$ cat src/rtl/aging_hold_pkg.sv
package aging_hold_pkg;

    // Decision encoding carried on one_cycle.
    typedef enum logic {
        LAT_TWO = 1'b0,
        LAT_ONE = 1'b1
    } latency_e;

endpackage

$ cat src/rtl/ahl_zero_count.sv
module ahl_zero_count #(
    parameter int M  = 16,
    parameter int ZW = $clog2(M + 1)
) (
    input  logic [M-1:0]  op,
    output logic [ZW-1:0] zeros
);

    logic [M-1:0] is_zero;

    for (genvar b = 0; b < M; b++) begin : g_bit
        assign is_zero[b] = ~op[b];
    end

    always_comb begin
        zeros = '0;
        for (int i = 0; i < M; i++) begin
            zeros = zeros + ZW'(is_zero[i]);
        end
    end

endmodule

$ cat src/rtl/ahl_judge.sv
module ahl_judge #(
    parameter int M  = 16,
    parameter int N  = 8,
    parameter int ZW = $clog2(M + 1)
) (
    input  logic [ZW-1:0] zeros,
    input  logic          strict,
    output logic          pass
);

    logic [1:0] pass_vec;

    // Block 0 uses limit N, block 1 uses limit N+1.
    for (genvar g = 0; g < 2; g++) begin : g_block
        assign pass_vec[g] = int'(zeros) > (N + g);
    end

    assign pass = strict ? pass_vec[1] : pass_vec[0];

endmodule

$ cat src/rtl/ahl_aging_monitor.sv
module ahl_aging_monitor #(
    parameter int WINDOW     = 256,
    parameter int ERR_THRESH = 16
) (
    input  logic clk,
    input  logic rst_n,
    input  logic op_done,
    input  logic err_hit,
    output logic aged
);

    localparam int OW = (WINDOW > 1) ? $clog2(WINDOW) : 1;
    localparam int EW = $clog2(ERR_THRESH + 2);
    localparam logic [OW-1:0] WLAST = OW'(WINDOW - 1);
    localparam logic [EW-1:0] ELIM  = EW'(ERR_THRESH + 1);

    typedef struct packed {
        logic [OW-1:0] op_cnt;
        logic [EW-1:0] err_cnt;
        logic          aged;
    } mon_t;

    mon_t st_d, st_q;
    logic          wrap;
    logic [EW-1:0] err_sum;

    always_comb begin
        st_d    = st_q;
        wrap    = op_done && (st_q.op_cnt == WLAST);
        err_sum = st_q.err_cnt;
        if (err_hit && (st_q.err_cnt != ELIM)) begin
            err_sum = st_q.err_cnt + EW'(1);
        end
        if (int'(err_sum) > ERR_THRESH) begin
            st_d.aged = 1'b1;
        end
        if (op_done) begin
            st_d.op_cnt = wrap ? '0 : st_q.op_cnt + OW'(1);
        end
        st_d.err_cnt = wrap ? '0 : err_sum;
    end

    always_ff @(posedge clk or negedge rst_n) begin
        if (!rst_n) begin
            st_q <= '0;
        end else begin
            st_q <= st_d;
        end
    end

    assign aged = st_q.aged;

    AST_WINDOW_CLEAR: assert property (@(posedge clk) disable iff (!rst_n)
        (op_done && st_q.op_cnt == WLAST) |=> (st_q.op_cnt == '0 && st_q.err_cnt == '0))
        else $error("window did not clear");

    AST_AGED_CAUSE: assert property (@(posedge clk) disable iff (!rst_n)
        $rose(st_q.aged) |-> $past(err_hit))
        else $error("aged rose without an error");

endmodule

$ cat src/rtl/aging_hold_ctrl.sv
module aging_hold_ctrl
    import aging_hold_pkg::*;
#(
    parameter int M          = 16,
    parameter int N          = 8,
    parameter int WINDOW     = 256,
    parameter int ERR_THRESH = 16
) (
    input  logic         clk,
    input  logic         rst_n,
    input  logic [M-1:0] op,
    input  logic         in_valid,
    input  logic         razor_error,
    output logic         one_cycle,
    output logic         aged
);

    localparam int ZW = $clog2(M + 1);

    typedef struct packed {
        latency_e lat;
    } ctl_t;

    ctl_t          ctl_d, ctl_q;
    logic [ZW-1:0] zeros;
    logic          pass;
    logic          replay;

    ahl_zero_count #(.M(M), .ZW(ZW)) u_zeros (
        .op    (op),
        .zeros (zeros)
    );

    ahl_judge #(.M(M), .N(N), .ZW(ZW)) u_judge (
        .zeros  (zeros),
        .strict (aged),
        .pass   (pass)
    );

    assign replay = razor_error && (ctl_q.lat == LAT_ONE);

    ahl_aging_monitor #(.WINDOW(WINDOW), .ERR_THRESH(ERR_THRESH)) u_monitor (
        .clk     (clk),
        .rst_n   (rst_n),
        .op_done (in_valid),
        .err_hit (replay),
        .aged    (aged)
    );

    always_comb begin
        ctl_d = ctl_q;
        if (replay) begin
            ctl_d.lat = LAT_TWO;
        end else if (in_valid) begin
            ctl_d.lat = pass ? LAT_ONE : LAT_TWO;
        end else begin
            ctl_d.lat = LAT_ONE;
        end
    end

    always_ff @(posedge clk or negedge rst_n) begin
        if (!rst_n) begin
            ctl_q.lat <= LAT_ONE;
        end else begin
            ctl_q <= ctl_d;
        end
    end

    assign one_cycle = (ctl_q.lat == LAT_ONE);

    AST_REPLAY_HOLD: assert property (@(posedge clk) disable iff (!rst_n)
        (razor_error && one_cycle) |=> !one_cycle)
        else $error("no hold after error");

    AST_IDLE_RELEASE: assert property (@(posedge clk) disable iff (!rst_n)
        (!in_valid && !(razor_error && one_cycle)) |=> one_cycle)
        else $error("idle cycle left hold asserted");

    AST_AGED_STICKY: assert property (@(posedge clk) disable iff (!rst_n)
        aged |=> aged)
        else $error("aged dropped");

endmodule

$ cat config.mk
export PLATFORM = sky130hd
export DESIGN_NAME = aging_hold_ctrl
export DESIGN_NICKNAME = d
export VERILOG_FILES = /design/src/rtl/aging_hold_pkg.sv /design/src/rtl/ahl_zero_count.sv /design/src/rtl/ahl_judge.sv /design/src/rtl/ahl_aging_monitor.sv /design/src/rtl/aging_hold_ctrl.sv
export SDC_FILE = /design/constraint.sdc
export NUM_CORES = 1
export LEC_CHECK = 0
export ABC_CLOCK_PERIOD_IN_PS = 1500
export BUFFER_PORTS_ARGS = -buffer_cell sky130_fd_sc_hd__buf_4
export CORE_AREA = 2 2 62 64
export CTS_CLUSTER_DIAMETER = 200
export CTS_CLUSTER_SIZE = 12
export DETAILED_ROUTE_END_ITERATION = 10
export DIE_AREA = 0 0 64 66
export SETUP_SLACK_MARGIN = 0.4
export SYNTH_ARGS = -nofsm -noshare
export SYNTH_HDL_FRONTEND = slang
export SYNTH_SLANG_ARGS = --single-unit
$ cat constraint.sdc
create_clock -name clk -period 1.5 [get_ports clk]
set_input_delay 0.225 -clock clk [delete_from_list [all_inputs] [get_ports clk]]
set_output_delay 0.225 -clock clk [all_outputs]
set_load 0.005 [all_outputs]
==> results <==
- The flow ran to the end, but the final reports show violations.
- The checks that failed: setup timing.
- For hold timing, the worst endpoint is one_cycle.
- The data required time of the worst path is 1.72 ns.
- After layout, the worst setup slack is -2.10 ns.
- The placed instances occupy a cell area of between 1000 and 1500 um2.
- 22 I/O pins were placed.
- For this run, asynchronously set or reset flops after synthesis account for 1.00.
- The number of buffers on the longest clock path is 2.
- The tool flagged a number of max-cap violations equal to 0.
- The end of the worst register-to-register path is u_monitor.aged.
- For this run, design rule violations remaining after detail routing come to 0.
- The dominant cell type by area after synthesis is dfrtp_1.
- Of the cells placed in the final design, the portion with a size suffix greater than 1 is 0.472.
- Counting cells, the worst reg-to-reg path comes to 6.
- The maximum net fanout on the critical path is 2.
- The sequential-to-total area share from yosys stat is 0.316.
- The clock tree from TritonCTS is yes.
- The worst flop-to-flop path startpoint is u_monitor.st_q[2].
- For this design the static power due to leakage is roughly 0.8 nW.
- Dividing the detail-routed wire length by the instance count gives 12.1 um.
- The post-layout instance count excluding filler cells is 207.
- Measured against the total synthesized area, the mux share comes to 0.00943.
- The clock network latency to the later pin of the worst-skew pair is 0.27 ns.
- Entering global routing, the biggest net connects 16 pins.
- When the netlist entered floorplanning its net count stood at 160.
- The post-layout instance area is between 1500 and 2000 um2.
- For this run, the share of the core covered by cells in the final layout is 0.500.
- After synthesis, the most frequently instantiated cells are 29 x inv_1, 14 x dfrtp_1, 12 x nor2_1, 10 x fa_1, 8 x ha_1.
- The combinational family with the most area after synthesis is adder cells.
- inv_1 is the most common cell in the netlist.
- The via count of the first global-routing pass is 1,006.
- The final critical path time including I/O delays and setup is ~3.6 ns.
- The core region is 3550 um2.
- The final max-slew violation count was 0.
- Once placement completed, the tool counted placed cells totaling 194.
- The number of clock buffers added by TritonCTS is 3.
- The placer congestion estimate is 0.779.
- The worst hold path cell count is 3.
- The tightest min-delay check is of the input pin to flop type.
- The width of the die is roughly 64 um.
- Clock skew on the completed layout was measured at 0.00641 ns.
- The critical path arrival is 3.81 ns.
- Sorting the synthesized cells by area gives the leading types as dfrtp_1 29%, fa_1 17%, inv_1 9.1%.
- The gate count of the mapped netlist is 122.
- The CTS H-tree depth is 1.
- For the pin with the worst max-slew slack, the measured transition is between 0.2 and 0.3 ns.
- The global-route wire length before repair is 4310 um.
- Counting flops and latches in the post-synthesis netlist gives 15.
- The cell sitting at the root of the clock tree is a clkbuf_4.
- The first routing iteration left 33 violations.
- The share of synthesized area in the top cell type comes to 0.294.
- The clock edge transition at the registers on the reported setup and hold paths is 0.09 ns.
- Of the total synthesized cell area, the portion taken by AND, OR, NAND and NOR gates is 0.174.
- The fraction of the mapped netlist area in compound gates is 0.0996.
- The number of different library cells used by synthesis comes to 34.
- The number of synthesis warnings is 0.
- The overall track demand over capacity in global routing is 0.133.
- The worst vdd rail ir drop is about 0.65 mV.
- Setup violations remaining at the end of the flow were counted as 1.
- The number of antenna violations at the first check in global routing came to 0.
- The final route contains 928 vias.
- In this run the tool buffered the top-level ports with 21 buffer cells.
- The register-to-register path setup slack is 0.10 ns.
- The number of enable flip-flop cells after synthesis is 0.
- The worst relative slew slack is 0.803.
- Timing would allow up to 278 MHz.
- The xor and xnor area share after synthesis is 0.0587.
- Once detail routing completed, the nets flagged for antenna violations numbered 0.
- The height of the chip is 66 um.
- The area growth from synthesis to layout is 48.7%.
- The via count normalized by instance count is 4.48.
- The netlist area before placement is ~1200 um2.
- For this configuration, the core starts out at a cell density of 0.336.
- The die covers around 4200 um2.
- The nature of the critical path startpoint is an input pin.
- STA classifies the critical path endpoint as a flop.
- Row generation in the floorplan step produced 22 rows.
- In this run the mean area of a mapped cell was 9.78 um2.
- The start-to-end type of the worst setup path is input pin to flop.
- The HPWL after detailed placement is 1850 um.
- For this run the aggregate overflow at the end of global routing stands at 0.
- Dividing the final minimum period by the clock period gives 2.40.
- The startpoint of the most critical hold path is razor_error.
- The worst hold slack across all endpoints is 0.235 ns.
- The clock net in this run drives a total of 15 sinks.
- The first TritonRoute pass finished after 4 iterations.
- The sum of routed wire length over all layers is ~2500 um.
- The layout net count is 198.
- The main flop type after synthesis is dfrtp_1.
- The number of antenna diodes in the final layout is 0.
- Dividing total power by cell area gives a power density of 1540 nW/um2.
- Setup repair after global routing could not meet its margin everywhere.
- The final count of hold timing violations is 0.
- Of the total synthesized cell area, the portion taken by full adders, half adders and majority gates is 0.252.
==> per-layer routing <==
layer	wire, um	share of wire	global-route usage
met1	988	0.40	0.149
met2	1430	0.57	0.257
met5	0	0	0
met3	74	0.030	0.0102
met4	0	0	0.0543
==> how the worst max path moves through the flow <==
| stage | endpoint | depth (start not counted) | from | slack, ns |
|---|---|---|---|---|
| 2_1_floorplan | one_cycle | 11 | op[1] | -2.24 |
| 3_3_place_gp | one_cycle | 12 | op[1] | -2.43 |
| 3_5_place_dp | one_cycle | 13 | op[1] | -2.51 |
| 4_1_cts | one_cycle | 13 | op[1] | -2.11 |
| 5_1_grt | one_cycle | 13 | op[1] | -2.18 |
| 6_report | one_cycle | 13 | op[1] | -2.10 |
==> critical path: stages <==
cell,delay (ns)
buf_8,0.09
inv_12,0.03
ha_4,0.22
fa_1,0.50
fa_1,0.43
fa_1,0.51
fa_1,0.43
fa_2,0.37
fa_2,0.38
xor2_2,0.15
a211oi_2,0.05
o311a_1,0.32
nor2_1,0.11
==> logic make-up after synthesis <==
logic type | Yosys count
muxes | 1
xor gates and xnor gates | 8
DFF | 15
buffers and inverters | 29
AOI/OAI and AO/OA | 16
adders and majority gates | 18
and+or+nand+nor | 35
==> state kept, by name, indices dropped and copies added, names as in the netlist <==
name,count
u_monitor.st_q,13
one_cycle,1
u_monitor.aged,1
==> through the flow <==
step | TNS (ns) | total power, mW | setup slack, ns
2_1_floorplan | -2.24 | 1.69 | -2.24
3_3_place_gp | -2.43 | 1.94 | -2.43
3_5_place_dp | -2.51 | 2.00 | -2.51
4_1_cts | -2.11 | 2.44 | -2.11
5_1_grt | -2.18 | 3.00 | -2.18
6_report | -2.10 | 2.73 | -2.10
==> cell type report <==
class / instances / area [um2]
fillers: 332 / 1780
repair buffers: 33 / 292
inverters: 29 / 121
multi-input cells: 78 / 897
flip-flops and latches: 15 / 379
well taps: 48 / 60.1
clock buffers: 4 / 26.3
==> report_power, final <==
part | internal, mW | total (mW) | leakage (nW) | switching, mW
sequential | 0.592 | 0.851 | 0.169 | 0.259
combinational | 0.908 | 1.65 | 0.627 | 0.740
clock | 0.103 | 0.229 | 0.0150 | 0.126
==> layout by cell type (no fill, tap or decap), types with 3 or more instances in the layout <==
master,Yosys,layout
buf_4,0,22
buf_6,0,9
clkbuf_4,0,3
dfrtp_1,14,12
fa_1,10,8
ha_1,8,4
ha_4,0,4
inv_1,29,26
nand2_1,4,3
nand3_1,5,3
nor2_1,12,5
nor2_4,0,5
xnor2_1,6,4
==> repair_timing <==
item / CTS / global route
hold buffers: 1 / 0
gates resized for setup: 18 / 24
setup endpoints to repair: 12 / 13
buffers inserted: 4 / 4
endpoints found under the hold margin: 14 / 0
pin swaps: 6 / 9
No activity file was read; power rests on OpenSTA's default activity.
